<file path="config.mk">
export PLATFORM = sky130hd
export DESIGN_NAME = evstat_unit
export DESIGN_NICKNAME = d
export VERILOG_FILES = /design/src/rtl/evsr_pkg.sv /design/src/rtl/evsr_event_reg.sv /design/src/rtl/evsr_masks.sv /design/src/rtl/evsr_summary.sv /design/src/rtl/evstat_unit.sv
export SDC_FILE = /design/constraint.sdc
export NUM_CORES = 1
export LEC_CHECK = 0
export BUFFER_PORTS_ARGS = -buffer_cell sky130_fd_sc_hd__clkbuf_2
export CAP_MARGIN = 15
export CORE_UTILIZATION = 49
export CTS_BUF_LIST = sky130_fd_sc_hd__clkbuf_4
export CTS_CLUSTER_DIAMETER = 120
export DETAILED_ROUTE_END_ITERATION = 6
export MAX_ROUTING_LAYER = met4
export PLACE_DENSITY_LB_ADDON = 0.12
export SYNTH_ARGS = -nofsm -noshare
export SYNTH_HDL_FRONTEND = slang
export SYNTH_SLANG_ARGS = --single-unit
</file>
<file path="constraint.sdc">
create_clock -name clk_i -period 2.17 [get_ports clk_i]
set_clock_uncertainty 0.05 [all_clocks]
set_input_delay 0.1085 -clock clk_i [delete_from_list [all_inputs] [get_ports clk_i]]
set_output_delay 0.1085 -clock clk_i [all_outputs]
set_load 0.01 [all_outputs]
</file>
<file path="src/rtl/evsr_pkg.sv">
`timescale 1ns/1ps
package evsr_pkg;
    localparam int DATA_W  = 16;
    localparam int EVT_W   = 8;
    localparam int ADDR_W  = 2;
    localparam int PULSE_W = EVT_W - 2;
    localparam int SUM_POS = 5;
    localparam int RQS_POS = 6;
    localparam logic [EVT_W-1:0] EVT_RESET = EVT_W'(1) << (EVT_W - 1);

    typedef enum logic [ADDR_W-1:0] {
        REG_EVENT  = 2'd0,
        REG_STATUS = 2'd1,
        REG_EV_EN  = 2'd2,
        REG_SRQ_EN = 2'd3
    } reg_sel_e;

    typedef struct packed {
        logic [EVT_W-1:0] ev_en;
        logic [EVT_W-1:0] srq_en;
    } mask_t;

    function automatic logic [EVT_W-1:0] merge_base(input logic [EVT_W-1:0] aux,
                                                    input logic summary);
        logic [EVT_W-1:0] b;
        b          = aux;
        b[SUM_POS] = summary;
        b[RQS_POS] = 1'b0;
        return b;
    endfunction
endpackage

</file>
<file path="src/rtl/evsr_event_reg.sv">
`timescale 1ns/1ps
module evsr_event_reg
    import evsr_pkg::*;
#(
    parameter int W  = EVT_W,
    parameter int PW = PULSE_W
) (
    input  logic         clk_i,
    input  logic         rst_i,
    input  logic [PW-1:0] pulse_i,
    input  logic         opc_cmd_i,
    input  logic         busy_i,
    input  logic         clr_i,
    output logic [W-1:0] ev_o
);
    logic [W-1:0] ev_q;
    logic [W-1:0] set_v;
    logic         pend_q;
    logic         opc_go;
    logic         opc_fire;

    assign opc_go   = opc_cmd_i | pend_q;
    assign opc_fire = opc_go & ~busy_i;
    assign set_v    = {1'b0, pulse_i, opc_fire};

    always_ff @(posedge clk_i) begin
        if (rst_i) begin
            ev_q   <= EVT_RESET;
            pend_q <= 1'b0;
        end else begin
            ev_q   <= (clr_i ? '0 : ev_q) | set_v;
            pend_q <= opc_go & busy_i;
        end
    end

    assign ev_o = ev_q;

    assert_sticky_R3: assert property (@(posedge clk_i) disable iff (rst_i)
        !clr_i |=> (($past(ev_q) & ~ev_q) == '0));
    assert_pulse_sets_R1: assert property (@(posedge clk_i) disable iff (rst_i)
        (pulse_i != '0) |=> ((ev_q[W-2:1] & $past(pulse_i)) == $past(pulse_i)));
    assert_opc_sets_R7: assert property (@(posedge clk_i) disable iff (rst_i)
        (opc_cmd_i && !busy_i) |=> ev_q[0]);
    assert_poweron_R8: assert property (@(posedge clk_i)
        rst_i |=> (ev_q == EVT_RESET));
    assert_clear_R4: assert property (@(posedge clk_i) disable iff (rst_i)
        (clr_i && pulse_i == '0 && !opc_cmd_i && !pend_q) |=> (ev_q == '0));
endmodule

</file>
<file path="src/rtl/evsr_masks.sv">
`timescale 1ns/1ps
module evsr_masks
    import evsr_pkg::*;
#(
    parameter int W     = EVT_W,
    parameter int SKIP  = RQS_POS
) (
    input  logic         clk_i,
    input  logic         rst_i,
    input  logic         pwr_clr_i,
    input  logic         wr_een_i,
    input  logic         wr_sre_i,
    input  logic [W-1:0] wdata_i,
    output mask_t        mask_o
);
    logic [W-1:0] een_q;
    logic [W-1:0] sre_bits;

    always_ff @(posedge clk_i) begin
        if (rst_i) begin
            if (pwr_clr_i) een_q <= '0;
        end else if (wr_een_i) begin
            een_q <= wdata_i;
        end
    end

    for (genvar i = 0; i < W; i++) begin : g_sre
        if (i == SKIP) begin : g_hole
            assign sre_bits[i] = 1'b0;
        end else begin : g_bit
            logic b_q;
            always_ff @(posedge clk_i) begin
                if (rst_i) begin
                    if (pwr_clr_i) b_q <= 1'b0;
                end else if (wr_sre_i) begin
                    b_q <= wdata_i[i];
                end
            end
            assign sre_bits[i] = b_q;
        end
    end

    assign mask_o.ev_en  = een_q;
    assign mask_o.srq_en = sre_bits;

    assert_pwr_clear_R8: assert property (@(posedge clk_i)
        (rst_i && pwr_clr_i) |=> (een_q == '0 && sre_bits == '0));
    assert_pwr_keep_R8: assert property (@(posedge clk_i)
        (rst_i && !pwr_clr_i) |=> $stable(een_q));
    assert_een_write_R9: assert property (@(posedge clk_i) disable iff (rst_i)
        wr_een_i |=> (een_q == $past(wdata_i)));
endmodule

</file>
<file path="src/rtl/evsr_summary.sv">
`timescale 1ns/1ps
module evsr_summary
    import evsr_pkg::*;
#(
    parameter int W = EVT_W
) (
    input  logic [W-1:0] ev_i,
    input  mask_t        mask_i,
    input  logic [W-1:0] aux_i,
    output logic [W-1:0] stb_o,
    output logic         srq_o
);
    logic         summary;
    logic [W-1:0] base;

    always_comb begin
        summary = |(ev_i & mask_i.ev_en);
        base    = merge_base(aux_i, summary);
        srq_o   = |(base & mask_i.srq_en);
        stb_o   = base;
        stb_o[RQS_POS] = srq_o;
    end
endmodule

</file>
<file path="src/rtl/evstat_unit.sv">
`timescale 1ns/1ps
module evstat_unit
    import evsr_pkg::*;
(
    input  logic                clk_i,
    input  logic                rst_i,
    input  logic                pwr_clr_i,
    input  logic [PULSE_W-1:0]  ev_pulse_i,
    input  logic                opc_cmd_i,
    input  logic                busy_i,
    input  logic [EVT_W-1:0]    aux_stat_i,
    input  logic                req_i,
    input  logic                we_i,
    input  logic [ADDR_W-1:0]   addr_i,
    input  logic [DATA_W-1:0]   wdata_i,
    output logic [DATA_W-1:0]   rdata_o,
    output logic [EVT_W-1:0]    stb_o,
    output logic                srq_o
);
    reg_sel_e          sel;
    logic              rd_en;
    logic              wr_en;
    logic              clr_ev;
    logic [EVT_W-1:0]  ev;
    mask_t             mask;
    logic [EVT_W-1:0]  rd_mux;
    logic [DATA_W-1:0] rdata_q;
    wire               unused_wdata_hi = ^wdata_i[DATA_W-1:EVT_W];

    assign sel    = reg_sel_e'(addr_i);
    assign rd_en  = req_i & ~we_i;
    assign wr_en  = req_i & we_i;
    assign clr_ev = rd_en && (sel == REG_EVENT);

    evsr_event_reg u_event (
        .clk_i     (clk_i),
        .rst_i     (rst_i),
        .pulse_i   (ev_pulse_i),
        .opc_cmd_i (opc_cmd_i),
        .busy_i    (busy_i),
        .clr_i     (clr_ev),
        .ev_o      (ev)
    );

    evsr_masks u_masks (
        .clk_i     (clk_i),
        .rst_i     (rst_i),
        .pwr_clr_i (pwr_clr_i),
        .wr_een_i  (wr_en && sel == REG_EV_EN),
        .wr_sre_i  (wr_en && sel == REG_SRQ_EN),
        .wdata_i   (wdata_i[EVT_W-1:0]),
        .mask_o    (mask)
    );

    evsr_summary u_sum (
        .ev_i   (ev),
        .mask_i (mask),
        .aux_i  (aux_stat_i),
        .stb_o  (stb_o),
        .srq_o  (srq_o)
    );

    always_comb begin
        unique case (sel)
            REG_EVENT:  rd_mux = ev;
            REG_STATUS: rd_mux = stb_o;
            REG_EV_EN:  rd_mux = mask.ev_en;
            default:    rd_mux = mask.srq_en;
        endcase
    end

    always_ff @(posedge clk_i) begin
        if (rst_i) rdata_q <= '0;
        else if (rd_en) rdata_q <= {{(DATA_W-EVT_W){1'b0}}, rd_mux};
    end

    assign rdata_o = rdata_q;

    assert_rd_hold_R9: assert property (@(posedge clk_i) disable iff (rst_i)
        !rd_en |=> $stable(rdata_o));
    assert_srq_flag_R6: assert property (@(posedge clk_i) disable iff (rst_i)
        srq_o |-> (stb_o[RQS_POS] && (mask.srq_en & stb_o) != '0));
    assert_upper_zero_R2: assert property (@(posedge clk_i) disable iff (rst_i)
        rd_en |=> (rdata_o[DATA_W-1:EVT_W] == '0));
endmodule

</file>
==> results.py <==
metrics = {
    "cts": {
        "path_clk_slew_ps": 90,
        "cts_tree": "done",
        "numCtsBuffers": 5,
        "worst_skew_pair.late_latency_ps": 330,
        "cts-root-buf": "clkbuf_4",
        "postCtsSetupRepairBufs": 0,
        "clock_sinks": 32,
        "postCtsHoldBufs": 7,
        "htree_levels": 2,
        "cts_buffer_depth": 2,
        "ctsResizeCount": 0,
    },
    "cells_and_area": {
        "drive_above_1_share_pct": 36.8,
        "diodes": 0,
        "area_delta_synth_final_pct": 19.7,
        "design_area_um2": 1850,
        "nFillCells": 261,
        "final_util_pct": 61.2,
        "nNetsFinal": 223,
    },
    "route": {
        "routed_wl_mm": 2.86,
        "first_iter_violations": 39,
        "wl_per_cell_um": 12.5,
        "drc": 0,
        "vias": 1126,
        "routed_via_density": 4.92,
        "first_pass_iters": 4,
        "drtAntennaViolNets": 0,
    },
    "floorplanning": {
        "die_w_um": 58.2,
        "dieArea_um2": 3380,
        "design.core.area_um2": 3030,
        "io_pins": 64,
        "fp.dieH_um": 58.2,
        "std_cell_rows": 20,
        "initial_core_util_pct": 51.1,
    },
    "power": {
        "p_leak_nw": 0.763,
        "power_density_nw_per_um2": 719,
        "peakVddDrop_v": 0.000375,
    },
    "status": {
        "status": "completed",
    },
    "run": {
        "drv_cap": 0,
    },
    "timing": {
        "min_period_over_period_pct": 81.6,
        "relSlewSlack_pct": 64.5,
        "rsz0062_at_grt": "false",
        "worst_hold_slack_ps": 26.7,
        "setup_violations": 0,
        "fmax_mhz": 565,
        "slew_violations": 0,
        "min_period_ps": 1770,
        "worstMarginPinSlew_ps": 532,
        "timing.setup.tns_ps": 0,
        "worst_slack_ps": 399,
        "timing.final.hold_violations": 0,
    },
    "synth": {
        "ys_warn_count": 0,
        "synthXorXnorAreaFrac_pct": 0,
        "synthesis.area_um2": 1550,
        "ys_seq_elements": 32,
        "netlist_instances": 139,
        "synth_top_family_by_area": "compound AO/OA/AOI/OAI gates",
        "synth-simple-area-share_pct": 13.3,
        "synthAdderAreaFrac_pct": 0,
        "synthMuxAreaShare_pct": 10.4,
        "synthDistinctLibCells": 34,
        "synth_compound_area_share_pct": 13.4,
        "ys_seq_area_share_pct": 51.1,
        "avgSynthCellArea_um2": 11.1,
    },
    "global_route": {
        "grt-ovfl-total": 0,
        "grt_pass1_vias": 1075,
        "grt_use_total_pct": 20.2,
        "grt_start_max_net_pins": 29,
        "grt_pass1_wl_mm": 4.81,
        "antenna_found_initial": 0,
    },
    "worst_setup_path": {
        "worst_ep_arrival_time_ps": 1610,
        "crit_type": "register to output pin",
        "crit_required_ps": 2010,
        "cp-end-kind": "output pin",
        "cp-start-kind": "register",
        "critPathMaxFanout": 3,
    },
    "placed_design": {
        "dpl.hpwl_mm": 2.11,
        "place_congestion": 0.799,
        "portBuffers": 45,
        "place_area_um2": 1700,
        "dpl_worst_slack_ps": 591,
    },
    "hold_path": {
        "hp-class": "input pin to register",
    },
}
-- synthesized netlist by cell type (all sizes together) --
| master | count | area share, % |
|---|---|---|
| mux4 | 6 | 9.0 |
| and2b | 1 | 0.49 |
| buf | 20 | 10 |
| nor2 | 9 | 2.2 |
| nand4 | 1 | 0.40 |
| nand3 | 1 | 0.32 |
| dfxtp | 17 | 22 |
| a22oi | 7 | 3.4 |
| nor2b | 8 | 3.2 |
| mux2 | 1 | 0.73 |
| edfxtp | 15 | 29 |
| nor3b | 1 | 0.49 |
| nand3b | 1 | 0.49 |
| inv | 3 | 0.73 |
| conb | 1 | 0.24 |
| o22ai | 1 | 0.40 |
| o311ai | 1 | 0.57 |
| nor3 | 1 | 0.32 |
| a221oi | 1 | 0.57 |
| o21a | 1 | 0.49 |
| nand2 | 15 | 3.6 |
| a21oi | 14 | 6.2 |
| nand4b | 1 | 0.57 |
| mux2i | 1 | 0.65 |
| a21o | 1 | 0.49 |
| nand2b | 1 | 0.40 |
| o21ai | 4 | 1.3 |
| or3 | 2 | 0.81 |
| clkbuf | 3 | 0.73 |
-- power by group --
| group | switching [mW] | leakage [nW] | total (mW) | internal (mW) |
|---|---|---|---|---|
| Sequential | 0.0275 | 0.273 | 0.704 | 0.677 |
| Combinational | 0.0914 | 0.444 | 0.184 | 0.0927 |
| Clock | 0.190 | 0.0456 | 0.443 | 0.254 |
-- final timing paths --
kind | slack, ps | end | from | depth (start not counted)
worst max-delay path | 400 | srq_o | u_masks.een_q[6] | 5
worst min-delay path | 30 | u_masks.een_q[6] | wdata_i[6] | 2
worst max register to register | 790 | rdata_o[6] | u_masks.een_q[6] | 4
worst min register to register | 420 | rdata_o[7] | rdata_o[7] | 2
-- per-stage QoR --
step           power [mW]  instances
2_1_floorplan       0.845        146
3_3_place_gp        0.889        214
3_5_place_dp        0.894        214
4_1_cts              1.35        229
5_1_grt              1.41        229
6_report             1.33        229
-- worst max-delay path, stage by stage, from the launching register on --
cell	delay, ps
edfxtp_1	430
a22oi_1	210
nand4_1	180
a21oi_1	270
inv_1	80
clkbuf_2	130
-- final cells by class --
type                    instances  area, um2  area share (%)
multi-input cells              88        604            32.6
clock inverters                 2       35.0            1.89
clock buffers                   6       45.0            2.43
inverters                       3       11.3           0.608
well taps                      44       55.1            2.97
flip-flops and latches         32        791            42.7
repair buffers                 54        310            16.8
-- cell usage in the layout (no fill, tap or decap), types with 7 or more instances in the layout --
master | netlist | routed
nand2_1 | 15 | 15
edfxtp_1 | 15 | 15
a21oi_2 | 7 | 7
dfxtp_1 | 17 | 17
a22oi_1 | 7 | 7
clkbuf_2 | 0 | 45
a21oi_1 | 7 | 7
conb_1 | 1 | 8
nor2_1 | 9 | 9
nor2b_1 | 8 | 8
dlygate4sd3_1 | 0 | 7
-- kinds of logic (layout without fill, tap and decap cells) --
group                  Yosys count  count (layout)
flip-flops                      32              32
multiplexers                     8               8
buffers and inverters           26              65
AND/OR/NAND/NOR                 42              42
other                            1               8
AO/OA/AOI/OAI                   30              30
-- layer usage --
| layer | GRT usage, % | vias to the layer above | part of all wire (%) |
|---|---|---|---|
| met5 | - | - | 0 |
| met4 | 10.2 | 0 | 1.6 |
| met3 | 4.69 | 5 | 5.6 |
| met2 | 30.9 | 43 | 48 |
| met1 | 25.2 | 512 | 45 |
| li1 | - | 566 | - |
-- flip-flops by register name (all words and copies together), names as in the netlist --
signal and flops:
u_event.pend_q 1, u_masks.een_q 8, u_masks.g_sre.g_bit.b_q 7, rdata_o 8, u_event.ev_o 8
Power figures use the tool's default switching activity.
